## src/rtl/bank_rf_pkg.sv

```systemverilog
package bank_rf_pkg;

  localparam int MODE_W = 5;
  localparam int ARCH_W = 4;
  localparam int PHYS_N = 31;
  localparam int PHYS_W = $clog2(PHYS_N);
  localparam int FIQ_LO = 8;
  localparam int SP_IDX = 13;
  localparam int LR_IDX = 14;
  localparam int PC_IDX = 15;
  localparam int FIQ_BASE = 16;
  localparam int EXC_BASE = FIQ_BASE + (LR_IDX - FIQ_LO + 1);

  typedef enum logic [MODE_W-1:0] {
    MD_USR = 5'b10000,
    MD_FIQ = 5'b10001,
    MD_IRQ = 5'b10010,
    MD_SVC = 5'b10011,
    MD_ABT = 5'b10111,
    MD_UND = 5'b11011,
    MD_SYS = 5'b11111
  } mode_e;

  typedef enum logic [2:0] {
    BK_COMMON = 3'd0,
    BK_FAST   = 3'd1,
    BK_IRQ    = 3'd2,
    BK_SVC    = 3'd3,
    BK_ABT    = 3'd4,
    BK_UND    = 3'd5
  } bank_e;

  function automatic bank_e bank_of(input logic [MODE_W-1:0] m);
    case (m)
      MD_FIQ:  return BK_FAST;
      MD_IRQ:  return BK_IRQ;
      MD_SVC:  return BK_SVC;
      MD_ABT:  return BK_ABT;
      MD_UND:  return BK_UND;
      default: return BK_COMMON;
    endcase
  endfunction

  function automatic logic [PHYS_W-1:0] phys_of(input bank_e b,
                                                input logic [ARCH_W-1:0] idx);
    int i;
    int slot;
    i = int'(idx);
    if (i == PC_IDX) return PHYS_W'(PC_IDX);
    if (b == BK_FAST && i >= FIQ_LO) return PHYS_W'(FIQ_BASE + i - FIQ_LO);
    if (b != BK_COMMON && b != BK_FAST && i >= SP_IDX) begin
      slot = int'(b) - int'(BK_IRQ);
      return PHYS_W'(EXC_BASE + 2 * slot + (i - SP_IDX));
    end
    return PHYS_W'(i);
  endfunction

endpackage

```

## src/rtl/bank_rf_decode.sv

```systemverilog
module bank_rf_decode
  import bank_rf_pkg::*;
(
  input  logic [MODE_W-1:0] mode,
  input  logic [ARCH_W-1:0] idx,
  output logic [PHYS_W-1:0] phys
);
  bank_e bank;
  always_comb begin
    bank = bank_of(mode);
    phys = phys_of(bank, idx);
  end
endmodule

```

## src/rtl/bank_rf_store.sv

```systemverilog
module bank_rf_store
  import bank_rf_pkg::*;
#(
  parameter int DATA_W = 32
) (
  input  logic              clk,
  input  logic              rst_n,
  input  logic              we_a,
  input  logic [PHYS_W-1:0] wa_phys,
  input  logic [DATA_W-1:0] wa_data,
  input  logic              we_l,
  input  logic [PHYS_W-1:0] wl_phys,
  input  logic [DATA_W-1:0] wl_data,
  input  logic [PHYS_W-1:0] ra_phys,
  output logic [DATA_W-1:0] ra_data,
  input  logic [PHYS_W-1:0] rb_phys,
  output logic [DATA_W-1:0] rb_data,
  output logic [DATA_W-1:0] pc_data
);
  logic [DATA_W-1:0] cells [PHYS_N];

  for (genvar k = 0; k < PHYS_N; k++) begin : g_cell
    logic [DATA_W-1:0] q;
    logic hit_a;
    logic hit_l;
    assign hit_a = we_a && (wa_phys == PHYS_W'(k));
    assign hit_l = we_l && (wl_phys == PHYS_W'(k));
    always_ff @(posedge clk) begin
      if (!rst_n)     q <= '0;
      else if (hit_l) q <= wl_data;
      else if (hit_a) q <= wa_data;
    end
    assign cells[k] = q;
  end

  always_comb begin
    ra_data = '0;
    rb_data = '0;
    if (int'(ra_phys) < PHYS_N) ra_data = cells[ra_phys];
    if (int'(rb_phys) < PHYS_N) rb_data = cells[rb_phys];
  end

  assign pc_data = cells[PC_IDX];
endmodule

```

## src/rtl/bank_rf_top.sv

```systemverilog
module bank_rf_top
  import bank_rf_pkg::*;
#(
  parameter int DATA_W = 32
) (
  input  logic              clk,
  input  logic              rst_n,
  input  logic [4:0]        mode_i,
  input  logic [3:0]        rd_a_idx,
  output logic [DATA_W-1:0] rd_a_data,
  input  logic [3:0]        rd_b_idx,
  output logic [DATA_W-1:0] rd_b_data,
  input  logic              wr_en,
  input  logic [3:0]        wr_idx,
  input  logic [DATA_W-1:0] wr_data,
  input  logic              lnk_en,
  input  logic [4:0]        lnk_mode,
  input  logic [DATA_W-1:0] lnk_data,
  output logic [DATA_W-1:0] pc_o
);
  logic [PHYS_W-1:0] rd_a_phys;
  logic [PHYS_W-1:0] rd_b_phys;
  logic [PHYS_W-1:0] wr_phys;
  logic [PHYS_W-1:0] lk_phys;
  logic              wr_collide;

  bank_rf_decode u_dec_ra (.mode(mode_i),   .idx(rd_a_idx),            .phys(rd_a_phys));
  bank_rf_decode u_dec_rb (.mode(mode_i),   .idx(rd_b_idx),            .phys(rd_b_phys));
  bank_rf_decode u_dec_wr (.mode(mode_i),   .idx(wr_idx),              .phys(wr_phys));
  bank_rf_decode u_dec_lk (.mode(lnk_mode), .idx(ARCH_W'(LR_IDX)),     .phys(lk_phys));

  assign wr_collide = wr_en && lnk_en && (wr_phys == lk_phys);

  bank_rf_store #(.DATA_W(DATA_W)) u_store (
    .clk     (clk),
    .rst_n   (rst_n),
    .we_a    (wr_en),
    .wa_phys (wr_phys),
    .wa_data (wr_data),
    .we_l    (lnk_en),
    .wl_phys (lk_phys),
    .wl_data (lnk_data),
    .ra_phys (rd_a_phys),
    .ra_data (rd_a_data),
    .rb_phys (rd_b_phys),
    .rb_data (rd_b_data),
    .pc_data (pc_o)
  );
endmodule

```

## config.mk

```make
export PLATFORM = sky130hd
export DESIGN_NAME = bank_rf_top
export DESIGN_NICKNAME = d
export VERILOG_FILES = /design/src/rtl/bank_rf_pkg.sv /design/src/rtl/bank_rf_decode.sv /design/src/rtl/bank_rf_store.sv /design/src/rtl/bank_rf_top.sv
export SDC_FILE = /design/constraint.sdc
export NUM_CORES = 2
export LEC_CHECK = 0
export ABC_AREA = 1
export BUFFER_PORTS_ARGS = -buffer_cell sky130_fd_sc_hd__buf_2
export CAP_MARGIN = 10
export CORE_MARGIN = 3
export CORE_UTILIZATION = 25
export CTS_CLUSTER_DIAMETER = 80
export CTS_CLUSTER_SIZE = 8
export DETAILED_ROUTE_END_ITERATION = 10
export PLACE_DENSITY_LB_ADDON = 0.08
export SLEW_MARGIN = 25
export SYNTH_ARGS = -nofsm -noshare
export SYNTH_HDL_FRONTEND = slang
export SYNTH_SLANG_ARGS = --single-unit
```

## constraint.sdc

```tcl
create_clock -name clk -period 3.6 [get_ports clk]
set_input_delay 0 -clock clk [delete_from_list [all_inputs] [get_ports clk]]
set_output_delay 0 -clock clk [all_outputs]
set_load 0.01 [all_outputs]
```

==> impl_metrics.ini <==
[timing]
relSlewSlack = 0.337
rsz0062_at_grt = true
tns_ps = 0
min_period_ps = 3550
worst_hold_slack_ps = 66.1
tightest_slew_ps = 994
finalSetupViolations = 0
finalCritPeriodShare = 0.986
finalHoldViolations = 0
finClkSkew_ps = 0
timing.final.max_slew_violations = 0
timing.fmax_ghz = 0.282

[job]
drv_cap = 0

[power_and_ir_drop]
p_per_area_nw_per_um2 = 395
leakage_nw = 36.7
ir_worst_vdd_mv = 0.463

[route]
ant_nets = 0
routedWlPerCell_um = 28.4
vias = 82900
wl_um = 440000
via_per_inst = 5.35
dr.pass1.iters = 9
drt-initial-drc-count = 11000
drc = 0

[yosys]
synthAdderAreaFrac = 0.00367
synth.largest_area_cell = dfxtp_1
muxShareOfSynthArea = 0
synth_top_family_by_area = simple AND/OR/NAND/NOR gates
synth_seq_cells = 992
synth.distinct_cells = 32
synth_compound_area_frac = 0.176
synth_area_um2 = 67500
yosys.area_share.simple = 0.408
postSynth.asyncResetShare = 0
avgSynthCellArea_um2 = 5.71
ys_top_cells_by_area = dfxtp_1 (29%), nand3_1 (14%), nand2_1 (13%)
ys_warn_count = 0
synthXorXnorAreaFrac = 0.000519
synth_edf_count = 0
synth.net_count = 11900
synth.top_cell.area_share = 0.294
yosysSeqAreaShare = 0.294
synthCells = 11800
dominantRegCellSynth = dfxtp_1

[clock_network]
clock_path_buffers = 3
cts_max_level = 4
cts_tree = done
clkTransAtPathRegs_ps = 50
clock_latency_ps = 800
clock-sinks = 992
clock_tree.root_cell = clkbuf_16
cts_made_buffers = 147

[setup_path]
max_stage_delay_ps = 290
r2r-end = u_store.pc_data[28]
crit_path_end_kind = output port
critPathLaunchType = primary input
reg2reg_slack_ps = 2510
crit_buf_inv = 10
crit_type = primary input to output port
crit_family = buffers and inverters
critical_path.slowest_cell = or2_2
worstPathMaxFanout = 46
cp.arrival_ps = 3550
cp.required_ps = 3600
crit_chain = buf_2, nor2_4, inv_2, nor3_2, buf_4, inv_2, buf_4, ha_1, or2_2, a21boi_0, buf_4, nand2_4, nand2_4, buf_12, buf_16, buf_4, o21ai_0, nand3_1, nand2_1, nor2_2, nor2_1, buf_2
rr_worst_depth = 2
path_common_cell = buf_4
timing.rr.start = u_store.pc_data[28]

[floorplan]
fp-row-count = 190
initial_utilization = 0.252
dieArea_um2 = 276000
io_pins = 186
dieHeight_um = 526
die_w_um = 526
core-area_um2 = 268000

[global_routing]
grt_pass1_wl_um = 599000
grt_overflow = 0
grt_pass1_vias = 72800
antenna_found_initial = 58
track_usage = 0.302
grt_max_degree = 162

[min_path]
worstHoldStart = wr_data[18]
hold_depth = 4
hold_class = primary input to flop
worstHoldEndpoint = u_store.g_cell[27].q[18]

[placement]
port_buffers = 185
dpl_cell_area_um2 = 77500
dpl.hpwl_um = 298000
gp_congestion = 0.955

[layout]
final_util = 0.315
seqCellArea_um2 = 19900
stdcell_area_um2 = 84500
multi_input_area_um2 = 41200
syn_to_final_growth_pct = 25.1
nets = 12000
layout-drive-gt1-share = 0.119
fillers = 29600

[run_status]
status = complete, no violations
==> per-stage QoR <==
step / power (mW) / worst slack, ps / cells
after CTS: 33.2 / -10.3 / 15500
final: 33.4 / 51.0 / 15500
after detailed placement: 19.2 / -723 / 15200
after global placement: 19.2 / -889 / 15200
after global routing: 34.4 / -82.7 / 15500
after floorplan: 15.0 / 464 / 11800
==> sequential cells by signal (all words and copies together), names as in the netlist <==
name              count
u_store.g_cell.q    960
u_store.pc_data      32
==> tightest hold or removal path, delay by kind of cell <==
kind | cells | cell delay (ps)
buffers and inverters | 2 | 610
AND/OR/NAND/NOR | 2 | 200
==> metal layers <==
metal	vias up	track usage	part of all wire
met2	4101	0.444	0.42
li1	38500	-	-
met3	615	0.0623	0.092
met5	-	0	0.00031
met1	39700	0.429	0.45
met4	22	0.112	0.042
==> power by group <==
| group | internal [mW] | switching, mW |
|---|---|---|
| combinational | 2.71 | 5.57 |
| clock | 7.63 | 6.07 |
| sequential | 11.2 | 0.193 |
==> logic make-up after synthesis <==
logic type | after synthesis
fa+ha+maj | 18
compound gates | 2375
buf+inv | 2014
xor+xnor | 4
simple gates | 6426
flops | 992
==> synth_stat cells (12+ instances only) <==
| cell | count |
|---|---|
| o21ai_1 | 32 |
| a21oi_1 | 1537 |
| dfxtp_1 | 992 |
| nor2_1 | 1909 |
| ha_1 | 15 |
| buf_4 | 14 |
| clkbuf_1 | 698 |
| nand2_1 | 2307 |
| nand3_1 | 1885 |
| o21ai_0 | 799 |
| nand3_2 | 12 |
| nand3b_1 | 217 |
| inv_2 | 19 |
| buf_1 | 186 |
| buf_2 | 216 |
| nor3_1 | 69 |
| inv_1 | 872 |
==> placed cells by master, fill, tap and decap left out, types with 217 or more instances in the layout <==
master / n
nand2_1: 2228
nor2_1: 1889
nand3_1: 1776
a21oi_1: 1534
dfxtp_1: 992
inv_1: 863
o21ai_0: 798
buf_4: 465
buf_12: 259
nand3b_1: 217
==> repair_timing <==
item	CTS	global route
buffers inserted	15	19
gates cloned	8	7
setup endpoints to repair	64	65
pin swaps	11	31
gates resized for setup	140	153
hold buffers	69	0
endpoints found under the hold margin	767	0
==> how the worst max path moves through the flow <==
stage                              endpoint  cells after the start  slack, ps       from
floorplan           u_store.g_cell[7].q[10]                     20        460  mode_i[3]
global placement              rd_a_data[21]                     25       -890  mode_i[3]
detailed placement            rd_a_data[21]                     25       -720  mode_i[3]
CTS                           rd_b_data[28]                     23        -10  mode_i[3]
global route                  rd_a_data[21]                     25        -80  mode_i[3]
finish                         rd_a_data[4]                     22         50  mode_i[3]
==> layout make-up <==
class                           instances  share of cell area
Antenna cell                           21            0.000622
Clock buffer                          161              0.0451
Clock inverter                         22             0.00387
Inverter                              893              0.0401
Multi-Input combinational cell       8823               0.488
Sequential cell                       992               0.235
Tap cell                             3552              0.0526
Timing Repair Buffer                 1030               0.135
Note: power is estimated with default switching activity, not from simulation.
